`src/rtl/spi_cs_pkg.sv`:
```
package spi_cs_pkg;
  typedef enum logic [2:0] {
    PH_IDLE = 3'd0,
    PH_LEAD = 3'd1,
    PH_HIGH = 3'd2,
    PH_LOW  = 3'd3,
    PH_TAIL = 3'd4
  } phase_t;

  function automatic logic [5:0] clamp_len(input logic [5:0] req,
                                           input int lo, input int hi);
    logic [5:0] r;
    if (int'(req) < lo)      r = 6'(lo);
    else if (int'(req) > hi) r = 6'(hi);
    else                     r = req;
    return r;
  endfunction
endpackage

```
`src/rtl/spi_cs_phase_calc.sv`:
```
module spi_cs_phase_calc #(
  parameter int DIV_W = 8,
  localparam int CW = DIV_W + 2
) (
  input  logic [DIV_W-1:0] div,
  output logic [CW-1:0]    low_m1,
  output logic [CW-1:0]    high_m1,
  output logic [CW-1:0]    per_m1
);
  logic [CW-1:0] d_ext;
  logic          sym;

  always_comb begin
    d_ext = CW'(div);
    sym   = (div == '0) || div[0];
    per_m1 = (d_ext << 1) + CW'(1);
    if (sym) begin
      low_m1  = d_ext;
      high_m1 = d_ext;
    end else begin
      low_m1  = d_ext - CW'(1);
      high_m1 = d_ext + CW'(1);
    end
  end
endmodule

```
`src/rtl/spi_cs_shifter.sv`:
```
module spi_cs_shifter #(
  parameter int MAX_BITS = 32,
  parameter int LEN_W = 6
) (
  input  logic                clk,
  input  logic                rst,
  input  logic                load,
  input  logic [MAX_BITS-1:0] load_word,
  input  logic [LEN_W-1:0]    load_len,
  input  logic                fall,
  input  logic                finish,
  input  logic                dr,
  output logic                tx_msb,
  output logic [MAX_BITS-1:0] rx_out
);
  logic [MAX_BITS-1:0] tx_sh;
  logic [MAX_BITS-1:0] rx_sh;
  logic [LEN_W:0]      pad;

  assign pad    = (LEN_W+1)'(MAX_BITS) - {1'b0, load_len};
  assign tx_msb = tx_sh[MAX_BITS-1];

  always_ff @(posedge clk) begin
    if (rst) begin
      tx_sh  <= '0;
      rx_sh  <= '0;
      rx_out <= '0;
    end else begin
      if (load) begin
        tx_sh <= load_word << pad;
        rx_sh <= '0;
      end else if (fall) begin
        tx_sh <= {tx_sh[MAX_BITS-2:0], 1'b0};
        rx_sh <= {rx_sh[MAX_BITS-2:0], dr};
      end
      if (finish) rx_out <= rx_sh;
    end
  end
endmodule

```
`src/rtl/spi_cs_seq.sv`:
```
module spi_cs_seq
  import spi_cs_pkg::*;
#(
  parameter int DIV_W = 8,
  parameter int LEN_W = 6,
  localparam int CW = DIV_W + 2
) (
  input  logic             clk,
  input  logic             rst,
  input  logic             start,
  input  logic [LEN_W-1:0] len,
  input  logic [CW-1:0]    low_m1_in,
  input  logic [CW-1:0]    high_m1_in,
  input  logic [CW-1:0]    per_m1_in,
  input  logic             tx_msb,
  output logic             load,
  output logic             fall,
  output logic             finish,
  output logic             sclk,
  output logic             fs_n,
  output logic             dx,
  output logic             dx_oe,
  output logic             done
);
  phase_t         ph;
  logic [CW-1:0]  cnt;
  logic [CW-1:0]  low_m1, high_m1, per_m1;
  logic [LEN_W-1:0] bits_left;
  logic           cnt_end;

  assign cnt_end = (cnt == '0);
  assign load    = (ph == PH_IDLE) && start;
  assign fall    = (ph == PH_HIGH) && cnt_end;
  assign finish  = (ph == PH_TAIL) && cnt_end;

  always_ff @(posedge clk) begin
    if (rst) begin
      ph        <= PH_IDLE;
      cnt       <= '0;
      low_m1    <= '0;
      high_m1   <= '0;
      per_m1    <= '0;
      bits_left <= '0;
      sclk      <= 1'b0;
      fs_n      <= 1'b1;
      dx        <= 1'b0;
      dx_oe     <= 1'b0;
      done      <= 1'b0;
    end else begin
      done <= 1'b0;
      case (ph)
        PH_IDLE: begin
          if (start) begin
            ph        <= PH_LEAD;
            low_m1    <= low_m1_in;
            high_m1   <= high_m1_in;
            per_m1    <= per_m1_in;
            cnt       <= low_m1_in;
            bits_left <= len - LEN_W'(1);
            fs_n      <= 1'b0;
          end
        end
        PH_LEAD: begin
          if (cnt_end) begin
            ph    <= PH_HIGH;
            cnt   <= high_m1;
            sclk  <= 1'b1;
            dx_oe <= 1'b1;
            dx    <= tx_msb;
          end else begin
            cnt <= cnt - CW'(1);
          end
        end
        PH_HIGH: begin
          if (cnt_end) begin
            sclk <= 1'b0;
            if (bits_left == '0) begin
              ph    <= PH_TAIL;
              cnt   <= per_m1;
              dx_oe <= 1'b0;
              dx    <= 1'b0;
            end else begin
              ph  <= PH_LOW;
              cnt <= low_m1;
            end
          end else begin
            cnt <= cnt - CW'(1);
          end
        end
        PH_LOW: begin
          if (cnt_end) begin
            ph        <= PH_HIGH;
            cnt       <= high_m1;
            sclk      <= 1'b1;
            dx        <= tx_msb;
            bits_left <= bits_left - LEN_W'(1);
          end else begin
            cnt <= cnt - CW'(1);
          end
        end
        PH_TAIL: begin
          if (cnt_end) begin
            ph   <= PH_IDLE;
            fs_n <= 1'b1;
            done <= 1'b1;
          end else begin
            cnt <= cnt - CW'(1);
          end
        end
        default: ph <= PH_IDLE;
      endcase
    end
  end
endmodule

```
`src/rtl/spi_cs_master.sv`:
```
module spi_cs_master
  import spi_cs_pkg::*;
#(
  parameter int MAX_BITS = 32,
  parameter int MIN_BITS = 8,
  parameter int DIV_W = 8,
  parameter int LEN_W = 6,
  localparam int CW = DIV_W + 2
) (
  input  logic                clk,
  input  logic                rst,
  input  logic                start,
  input  logic [MAX_BITS-1:0] tx_word,
  input  logic [DIV_W-1:0]    div_sel,
  input  logic [LEN_W-1:0]    word_len,
  output logic [MAX_BITS-1:0] rx_word,
  output logic                done,
  output logic                sclk,
  output logic                fs_n,
  output logic                dx,
  output logic                dx_oe,
  input  logic                dr
);
  logic [CW-1:0]    low_m1, high_m1, per_m1;
  logic [LEN_W-1:0] len_c;
  logic             load, fall, finish, tx_msb;

  assign len_c = LEN_W'(clamp_len(6'(word_len), MIN_BITS, MAX_BITS));

  spi_cs_phase_calc #(.DIV_W(DIV_W)) u_calc (
    .div     (div_sel),
    .low_m1  (low_m1),
    .high_m1 (high_m1),
    .per_m1  (per_m1)
  );

  spi_cs_seq #(.DIV_W(DIV_W), .LEN_W(LEN_W)) u_seq (
    .clk        (clk),
    .rst        (rst),
    .start      (start),
    .len        (len_c),
    .low_m1_in  (low_m1),
    .high_m1_in (high_m1),
    .per_m1_in  (per_m1),
    .tx_msb     (tx_msb),
    .load       (load),
    .fall       (fall),
    .finish     (finish),
    .sclk       (sclk),
    .fs_n       (fs_n),
    .dx         (dx),
    .dx_oe      (dx_oe),
    .done       (done)
  );

  spi_cs_shifter #(.MAX_BITS(MAX_BITS), .LEN_W(LEN_W)) u_shift (
    .clk       (clk),
    .rst       (rst),
    .load      (load),
    .load_word (tx_word),
    .load_len  (len_c),
    .fall      (fall),
    .finish    (finish),
    .dr        (dr),
    .tx_msb    (tx_msb),
    .rx_out    (rx_word)
  );
endmodule

```
`config.mk`:
```
export PLATFORM = sky130hd
export DESIGN_NAME = spi_cs_master
export DESIGN_NICKNAME = d
export VERILOG_FILES = /design/src/rtl/spi_cs_pkg.sv /design/src/rtl/spi_cs_phase_calc.sv /design/src/rtl/spi_cs_shifter.sv /design/src/rtl/spi_cs_seq.sv /design/src/rtl/spi_cs_master.sv
export SDC_FILE = /design/constraint.sdc
export NUM_CORES = 1
export LEC_CHECK = 0
export CAP_MARGIN = 20
export CORE_UTILIZATION = 30
export CTS_CLUSTER_SIZE = 10
export DETAILED_ROUTE_END_ITERATION = 8
export DONT_BUFFER_PORTS = 1
export PLACE_DENSITY_LB_ADDON = 0.05
export REMOVE_ABC_BUFFERS = 1
export SLEW_MARGIN = 40
export SYNTH_ARGS = -nofsm -noshare
export SYNTH_HDL_FRONTEND = slang
export SYNTH_SLANG_ARGS = --single-unit
```
`constraint.sdc`:
```
create_clock -name clk -period 4.71 [get_ports clk]
set_input_delay 0.471 -clock clk [delete_from_list [all_inputs] [get_ports clk]]
set_output_delay 0.471 -clock clk [all_outputs]
set_load 0.02 [all_outputs]
```
==> results of run 1 <==
[per-stage QoR]
stage	worst slack (ps)	cell area, um2
floorplan	408	7950
global placement	946	8590
detailed placement	1070	8600
CTS	1290	9170
global route	1110	9180
finish	1330	9180
[cell usage in the layout, fill, tap and decap left out, types with 5 or more instances in the layout]
cell type / instances
xnor2_1: 6
o211ai_1: 10
clkbuf_16: 17
a31o_2: 5
nor2_1: 86
nor3_1: 29
and2_1: 8
xor2_1: 9
a31oi_1: 19
a21oi_1: 133
nor4_1: 6
inv_1: 9
ha_1: 5
nand2b_1: 8
nand2_1: 271
buf_4: 21
o22ai_1: 19
a21o_1: 6
a311oi_1: 5
o21ai_0: 55
mux2_2: 11
dfxtp_1: 146
a22o_1: 5
and3_1: 19
a211oi_1: 26
mux2i_1: 40
inv_6: 7
nand3_1: 26
[registers in the layout, summed over array words and instances (netlist names)]
name	cells
u_shift.rx_sh	32
u_seq.low_m1	9
u_seq.high_m1	8
u_shift.tx_sh	32
u_seq.done	1
u_seq.dx	1
u_seq.ph	3
u_seq.cnt	10
u_shift.rx_out	32
u_seq.fs_n	1
u_seq.per_m1	9
u_seq.bits_left	6
u_seq.sclk	1
u_seq.dx_oe	1
[power groups by stage]
stage | clock [W] | sequential, W | combinational [W]
finish | 0.00135 | 0.00137 | 0.000796
global route | 0.00145 | 0.00138 | 0.000877
CTS | 0.00139 | 0.00137 | 0.000797
detailed placement | 0 | 0.00140 | 0.000794
global placement | 0 | 0.00140 | 0.000803
floorplan | 0 | 0.00138 | 0.000561
[routing by layer]
layer / wire, um / GRT usage [%] / vias to the layer above
met2: 12600 / 31.7 / 187
li1: - / - / 3943
met3: 1220 / 3.60 / 43
met1: 13000 / 25.8 / 3743
met4: 767 / 7.91 / 0
met5: 0 / 0 / -
[cell families (layout without fill, tap and decap cells)]
family	Yosys count	count (layout)	share of synthesized area, %
and+or+nand+nor	489	489	25.7
AOI/OAI and AO/OA	331	331	24.5
DFF	146	146	35.0
buffers and inverters	104	63	5.39
muxes	52	52	6.54
xor gates and xnor gates	17	17	2.10
adders and majority gates	5	5	0.749
[how the worst min path moves through the flow]
stage	start	to	slack, ps	cells past startpoint
5_1_grt	rst	u_seq.bits_left[3]	130	1
3_5_place_dp	u_seq.low_m1[8]	u_seq.low_m1[8]	430	2
4_1_cts	rst	u_seq.per_m1[5]	120	1
2_1_floorplan	u_seq.low_m1[8]	u_seq.low_m1[8]	410	2
6_report	rst	u_seq.bits_left[2]	160	1
3_3_place_gp	u_seq.low_m1[8]	u_seq.low_m1[8]	430	2
[layout make-up]
class | instances | share of cell area, %
multi-input cells | 894 | 54.7
flip-flops and latches | 146 | 31.9
well taps | 372 | 5.07
clock buffers | 17 | 4.64
repair buffers | 21 | 1.72
clock inverters | 14 | 1.58
inverters | 11 | 0.450
==> impl_metrics.json, run 1 <==
{
  "status": "complete, no violations",
  "place_hpwl_um": 19100,
  "p_sw_w": 0.00118,
  "p_per_area_nw_per_um2": 384,
  "die_x_um": 169,
  "cap_violations": 0,
  "pwr-share-seq_pct": 39.0,
  "period_needed_ps": 3380,
  "post_cts_resized": 0,
  "cts_buffer_depth": 2,
  "clk_latency_ps": 430,
  "yosysMostFrequentCell": "nand2_1",
  "worstPathArrival_ps": 3730,
  "synth-edff-count": 0,
  "diodes": 0,
  "hold_viol_final": 0,
  "worst-path-buf-inv": 1,
  "power_frac_comb_pct": 22.6,
  "ys_seq_area_share_pct": 35.0,
  "netlist.top_cell.by_area": "dfxtp_1",
  "critical_path_required_ps": 5060,
  "dieArea_um2": 28500,
  "vias": 7916,
  "grt_max_degree": 107,
  "drt_drc_violations_left": 0,
  "ff2ff_setup_slack_ps": 1330,
  "synth_warnings": 0,
  "layout.nets": 1146,
  "drive_gt1_share_pct": 8.34,
  "ys_top_cells_by_count": "nand2_1 (272), dfxtp_1 (146), a21oi_1 (133)",
  "synth_ff_type": "dfxtp_1",
  "first_global_vias": 7747,
  "cp-start-kind": "flop",
  "areaGrowthSynthToFinish_pct": 9.79,
  "drt_iter0_drc": 493,
  "fmax_mhz": 296,
  "start_util_pct": 30.8,
  "synthesis.area_um2": 8360,
  "synthDistinctLibCells": 80,
  "reg2reg_from": "u_seq.cnt[4]",
  "via_per_inst": 5.37,
  "post_cts_buffers": 0,
  "clock_skew_ps": 9.46,
  "slowest_delay_ps": 700,
  "timing.hold.ws_ps": 163,
  "std_cell_rows": 60,
  "die_h_um": 169,
  "leakage_nw": 3.23,
  "grt_overflow": 0,
  "path_depth": 8,
  "cts_hold_buf": 0,
  "worst_slew_pin_slew_ps": 853,
  "first_pass_iters": 5,
  "power.internal_w": 0.00234,
  "swShare_pct": 33.5,
  "fill_cells": 2997,
  "synth.area.top_cells": "dfxtp_1 (35%), nand2_1 (12%), a21oi_1 (8.0%)",
  "worst_r2r_path_depth": 8,
  "post-route-period-util_pct": 71.7,
  "fin_util_pct": 33.8,
  "io_buffers": 0,
  "yosys.area.top_type_share_pct": 35.0,
  "crit_start": "u_seq.cnt[4]",
  "routedWlPerCell_um": 18.7,
  "power_w": 0.00352,
  "cp_max_fo": 21,
  "ant_nets": 0,
  "numCtsBuffers": 17,
  "cts_root_buf": "clkbuf_16",
  "crit_chain": "or4_1 -> or2_1 -> or3_1 -> nor2_4 -> buf_4 -> nand2_1 -> a31o_2 -> a31oi_1",
  "regArea_um2": 2920,
  "fin_tns_setup_ps": 0,
  "dp.cells": 1444,
  "syn_inst": 1144,
  "finalSetupViolCount": 0,
  "slew_headroom_pct": 42.5,
  "syn_area_per_cell_um2": 7.30,
  "critPathKind": "reg -> reg",
  "rsz0062_at_grt": "false",
  "drv_slew": 0,
  "rr_endpoint": "u_shift.tx_sh[21]",
  "grtUsageTotal_pct": 19.6,
  "antenna_found_initial": 0,
  "worst_setup_path_end_kind": "flop",
  "ys_seq_elements": 146,
  "path_delay_family": "simple AND/OR/NAND/NOR gates",
  "async_flop_share_pct": 0,
  "hold_path.class": "in -> reg",
  "gp_congestion": 0.825,
  "instances_no_fill": 1475,
  "cts.sinks": 146,
  "routed_wirelength_um": 27600,
  "io_pins": 87,
  "clk_pin_slew_ps": 60,
  "htree_levels": 4,
  "grt_pass1_wl_um": 43900,
  "coreArea_um2": 27200,
  "cts_tree": "built",
  "critical_path.endpoint": "u_shift.tx_sh[21]",
  "p_clk_share_pct": 38.4,
  "cp_slowest_cell": "or3_1",
  "multi_input_area_um2": 5020,
  "max-vdd-ir-drop_mv": 0.254
}
Note: power is estimated with default switching activity, not from simulation.
==> run 2: changes to the inputs <==
--- a/config.mk
+++ b/config.mk
@@ -5,6 +5,7 @@
 export SDC_FILE = /design/constraint.sdc
 export NUM_CORES = 1
 export LEC_CHECK = 0
+export ABC_AREA = 1
 export CAP_MARGIN = 20
 export CORE_UTILIZATION = 30
 export CTS_CLUSTER_SIZE = 10
==> constraint.sdc (replaced) <==
create_clock -name clk -period 3.2 [get_ports clk]
set_input_delay 0.32 -clock clk [delete_from_list [all_inputs] [get_ports clk]]
set_output_delay 0.32 -clock clk [all_outputs]
set_load 0.02 [all_outputs]
==> impl_metrics.json, run 2 <==
{
  "grt_max_degree": 51,
  "final_cell_mix": "nand2_1 (310), nand3_1 (186), dfxtp_1 (146)",
  "leakage_nw": 3.90,
  "numCtsBuffers": 17,
  "routedWlPerCell_um": 16.4,
  "critPathKind": "reg -> reg",
  "std_cell_rows": 59,
  "ys_top_cells_by_count": "nand2_1 (310), nand3_1 (186), dfxtp_1 (146)",
  "clock_skew_ps": 14.6,
  "via_per_inst": 5.16,
  "drive_gt1_share_pct": 8.26,
  "ant_nets": 0,
  "timing.hold.ws_ps": 71.2,
  "areaGrowthSynthToFinish_pct": 11.0,
  "drt_iter0_drc": 558,
  "dieArea_um2": 27800,
  "rsz0062_at_grt": "false",
  "post-route-period-util_pct": 73.5,
  "vias": 8098,
  "synth_warnings": 0,
  "p_per_area_nw_per_um2": 800,
  "slew_headroom_pct": 52.5,
  "drv_slew": 0,
  "async_flop_share_pct": 0,
  "crit_chain": "inv_2 -> nor2_1 -> nand2_1 -> o21ai_0 -> ha_1 -> nand3_1 -> xor2_1 -> o211ai_1 -> inv_1",
  "cp-start-kind": "flop",
  "cts_buffer_depth": 2,
  "coreArea_um2": 26400,
  "timing.final.ws_setup_ps": 847,
  "synth.area.top_cells": "dfxtp_1 (36%), nand2_1 (14%), nand3_1 (11%)",
  "ys_seq_area_share_pct": 35.9,
  "power_w": 0.00723,
  "gp_congestion": 0.825,
  "dp_slack_ps": 726,
  "synthDistinctLibCells": 45,
  "worst_slew_pin_slew_ps": 712,
  "netlist.top_cell.by_area": "dfxtp_1",
  "grt_overflow": 0,
  "cap_violations": 0,
  "post_cts_resized": 0,
  "syn_area_per_cell_um2": 6.49,
  "synth-edff-count": 0,
  "critical_path_required_ps": 3500,
  "grt_pass1_wl_um": 42200,
  "first_global_vias": 7654,
  "worst_setup_path_end_kind": "flop",
  "layout.nets": 1277,
  "final_common_cell": "nand2_1",
  "antenna_found_initial": 0,
  "synthesis.area_um2": 8140,
  "place_hpwl_um": 17800,
  "cts_root_buf": "clkbuf_16",
  "fmax_mhz": 425,
  "htree_levels": 4,
  "routed_wirelength_um": 25800,
  "cp_max_fo": 12,
  "yosysMostFrequentCell": "nand2_1",
  "die_x_um": 167,
  "yosys.area.top_type_share_pct": 35.9,
  "max-vdd-ir-drop_mv": 0.345,
  "slowest_delay_ps": 530,
  "worstPathArrival_ps": 2650,
  "clk_pin_slew_ps": 60,
  "diodes": 0,
  "synth_ff_type": "dfxtp_1",
  "io_pins": 87,
  "clk_latency_ps": 420,
  "hold_viol_final": 0,
  "top_regs": "u_shift.rx_out x32, u_shift.rx_sh x32, u_shift.tx_sh x32",
  "io_buffers": 0,
  "cp_slowest_cell": "o21ai_0",
  "cts.sinks": 146,
  "hold_path.class": "in -> reg",
  "ys_seq_elements": 146,
  "fin_tns_setup_ps": 0,
  "syn_inst": 1253,
  "period_needed_ps": 2350,
  "cts_tree": "built",
  "start_util_pct": 30.9,
  "finalSetupViolCount": 0,
  "first_pass_iters": 5,
  "grtUsageTotal_pct": 18.9,
  "die_h_um": 167,
  "drt_drc_violations_left": 0,
  "status": "complete, no violations"
}
==> run 2: cell count changes after synthesis, sizes merged, moves of 41 or more <==
cell,before,now
o21ai,57,141
nand2,273,323
inv,10,76
nand3,26,188
nor2,89,137
a21oi,133,92
==> run 2: cells by family after synthesis <==
logic type / count (synthesis) / synth area share, %
DFF: 146 / 35.9
AOI/OAI and AO/OA: 274 / 18.2
xor gates and xnor gates: 17 / 1.83
buffers and inverters: 148 / 7.72
and+or+nand+nor: 663 / 35.5
adders and majority gates: 5 / 0.769
==> run 2: routing by layer <==
metal | up-vias | global-route usage [%] | part of all wire, %
li1 | 4129 | - | -
met5 | - | 0 | 0
met1 | 3788 | 27.8 | 52
met4 | 0 | 3.26 | 0.38
met2 | 175 | 28.6 | 43
met3 | 6 | 3.52 | 4.1
==> run 2: where the power goes <==
part	internal (W)	leakage [nW]	switching [W]	total (W)
clock network	0.00133	0.316	0.000871	0.00220
logic	0.000749	2.39	0.00177	0.00252
registers	0.00220	1.19	0.000311	0.00251
==> run 2: stage by stage <==
| stage | instance area, um2 | util, % | cells |
|---|---|---|---|
| after floorplan | 7800 | - | 1182 |
| after global placement | 8390 | 31.8 | 1537 |
| after detailed placement | 8390 | 31.8 | 1537 |
| after CTS | 9040 | 34.3 | 1570 |
| after global routing | 9030 | 34.3 | 1570 |
| final | 9030 | 34.3 | 1570 |
==> run 2: what timing repair did <==
item,4_1_cts,5_1_grt
hold buffers,1,0
setup buffers,0,0
endpoints found under the hold margin,19,0
==> run 2: worst paths after layout <==
check             startpoint                  to  slack (ps)  cells past startpoint
max              u_seq.ph[0]  u_seq.bits_left[4]         850                      9
min               div_sel[7]    u_seq.high_m1[8]          70                      2
max reg2reg      u_seq.ph[0]  u_seq.bits_left[4]         850                      9
min reg2reg  u_seq.per_m1[8]     u_seq.per_m1[8]         450                      2
==> run 2: critical path: cells and delay by family (launching register included) <==
family / cells / cell delay, ps
XOR/XNOR: 1 / 170
AND/OR/NAND/NOR: 3 / 570
flip-flops: 1 / 380
AO/OA/AOI/OAI: 2 / 700
buffers and inverters: 2 / 130
adder cells (fa/ha/maj): 1 / 280
==> run 2: layout make-up <==
type | count | area (um2)
Fill cell | 2929 | 17300
Multi-Input combinational cell | 959 | 4590
Sequential cell | 146 | 2920
Clock buffer | 17 | 425
Tap cell | 335 | 419
Inverter | 77 | 298
Clock inverter | 15 | 215
Timing Repair Buffer | 21 | 168
==> run 3: changes to the inputs <==
==> constraint.sdc (replaced) <==
create_clock -name clk -period 2 [get_ports clk]
set_input_delay 0.2 -clock clk [delete_from_list [all_inputs] [get_ports clk]]
set_output_delay 0.2 -clock clk [all_outputs]
set_load 0.02 [all_outputs]
==> impl_metrics.json, run 3 (synthesis gave the netlist of run 2 again) <==
{
  "status": "complete, no violations",
  "worst_r2r_path_depth": 11,
  "use_met2_pct": 29.0,
  "hold_viol_final": 0,
  "numCtsBuffers": 17,
  "p_per_area_nw_per_um2": 1230,
  "clk_pin_slew_ps": 70,
  "routed_wirelength_um": 25400,
  "fin_tns_setup_ps": 0,
  "final_cell_mix": "nand2_1 (307), nand3_1 (185), dfxtp_1 (146)",
  "ff2ff_setup_slack_ps": 180,
  "areaGrowthSynthToFinish_pct": 17.1,
  "reg2reg_from": "u_seq.cnt[0]",
  "grt_pass1_wl_um": 41800,
  "diodes": 0,
  "rr_endpoint": "u_seq.cnt[9]",
  "dp.cells": 1570,
  "first_global_vias": 7850,
  "critical_path.endpoint": "u_seq.cnt[4]",
  "power_w": 0.0117,
  "first_pass_iters": 5,
  "worst_slew_pin_slew_ps": 486,
  "antenna_found_initial": 0,
  "worstPathArrival_ps": 2230,
  "io_buffers": 0,
  "leakage_nw": 4.14,
  "drive_gt1_share_pct": 11.6,
  "place_hpwl_um": 18000,
  "coreArea_um2": 26400,
  "die_h_um": 167,
  "period_needed_ps": 1880,
  "finalSetupViolCount": 0,
  "layout.nets": 1321,
  "slew_headroom_pct": 67.6,
  "std_cell_rows": 59,
  "grt_util_met3_pct": 3.35,
  "clk_latency_ps": 430,
  "dieArea_um2": 27800,
  "htree_levels": 4,
  "cts_root_buf": "clkbuf_16",
  "dp_slack_ps": -38.3,
  "top_regs": "u_shift.rx_out x32, u_shift.rx_sh x32, u_shift.tx_sh x32",
  "vias": 8144,
  "regArea_um2": 2920,
  "gr-usage-met1_pct": 26.5,
  "critical_path_required_ps": 2360,
  "cts_buffer_depth": 2,
  "hold_path.class": "in -> reg",
  "stdcell_area_um2": 9530,
  "final_common_cell": "nand2_1",
  "gp_congestion": 0.816,
  "post-route-period-util_pct": 93.9,
  "instances_no_fill": 1614,
  "rsz0062_at_grt": "false",
  "max-vdd-ir-drop_mv": 0.460,
  "die_x_um": 167,
  "grt.busiest_layer": "met2",
  "clock_skew_ps": 11.9,
  "p_sw_w": 0.00482,
  "swShare_pct": 41.2,
  "cap_violations": 0,
  "cts.sinks": 146,
  "grtUsageTotal_pct": 18.5,
  "ant_nets": 0,
  "placed_area_um2": 8760,
  "p_clk_share_pct": 27.8,
  "pwr-share-seq_pct": 34.3,
  "via_per_inst": 5.05,
  "grt_max_degree": 41,
  "drt_drc_violations_left": 0,
  "routedWlPerCell_um": 15.7,
  "cp-start-kind": "input pin",
  "fill_cells": 2952,
  "timing.final.ws_setup_ps": 123,
  "crit_start": "div_sel[0]",
  "power.internal_w": 0.00688,
  "fmax_mhz": 533,
  "grt_overflow": 0,
  "worst_setup_path_end_kind": "flop",
  "drv_slew": 0,
  "cts_tree": "built",
  "power_frac_comb_pct": 37.9,
  "start_util_pct": 30.9,
  "io_pins": 87,
  "multi_input_area_um2": 4630,
  "cp_max_fo": 7,
  "drt_iter0_drc": 454,
  "critPathKind": "in -> reg"
}
==> run 3: how the worst min path moves through the flow <==
stage | endpoint | cells past startpoint | start | slack (ps)
detailed placement | u_seq.cnt[4] | 1 | rst | 280
global placement | u_seq.cnt[9] | 1 | rst | 270
global route | u_seq.high_m1[4] | 3 | div_sel[4] | 30
CTS | u_seq.high_m1[4] | 3 | div_sel[4] | 2
finish | u_seq.high_m1[4] | 3 | div_sel[4] | 20
floorplan | u_seq.cnt[0] | 1 | rst | 270
==> run 3: per-layer routing <==
metal  wire length [um]  vias to the layer above
met5                  0                        -
met4                168                        0
met3                897                       12
met2              11200                      140
met1              13100                     3781
li1                   -                     4211
==> run 3: cell type report <==
type | count | share of cell area (%)
multi-input cells | 959 | 48.6
inverters | 77 | 3.14
flip-flops and latches | 146 | 30.7
clock buffers | 18 | 4.61
well taps | 335 | 4.40
clock inverters | 14 | 1.68
repair buffers | 65 | 6.91
==> run 3: worst max-delay path, cell delays in order <==
cell	delay [ps]
dlygate4sd3_1	540
inv_1	90
ha_1	220
nand2_2	90
nor2_1	230
nor2_4	90
buf_4	150
o21ai_0	360
nand2_1	110
a31oi_1	160
==> run 3: timing repair <==
| action | 4_1_cts | 5_1_grt |
|---|---|---|
| hold buffers | 8 | 0 |
| buffers inserted | 0 | 3 |
| endpoints found under the setup margin | 0 | 28 |
| endpoints found under the hold margin | 30 | 0 |
| resized for setup | 0 | 14 |
==> run 3: power groups by stage <==
stage / combinational (W) / sequential, W / clock, W
final: 0.00444 / 0.00401 / 0.00326
after global routing: 0.00502 / 0.00409 / 0.00348
after CTS: 0.00437 / 0.00401 / 0.00334
after detailed placement: 0.00432 / 0.00406 / 0
after global placement: 0.00435 / 0.00407 / 0
after floorplan: 0.00284 / 0.00396 / 0
==> run 3: per-stage QoR <==
step                hold slack (ps)  utilization [%]
floorplan                       269                -
global placement                273             33.2
detailed placement              277             33.2
CTS                            2.07             35.8
global route                   31.2             36.2
finish                         16.1             36.2
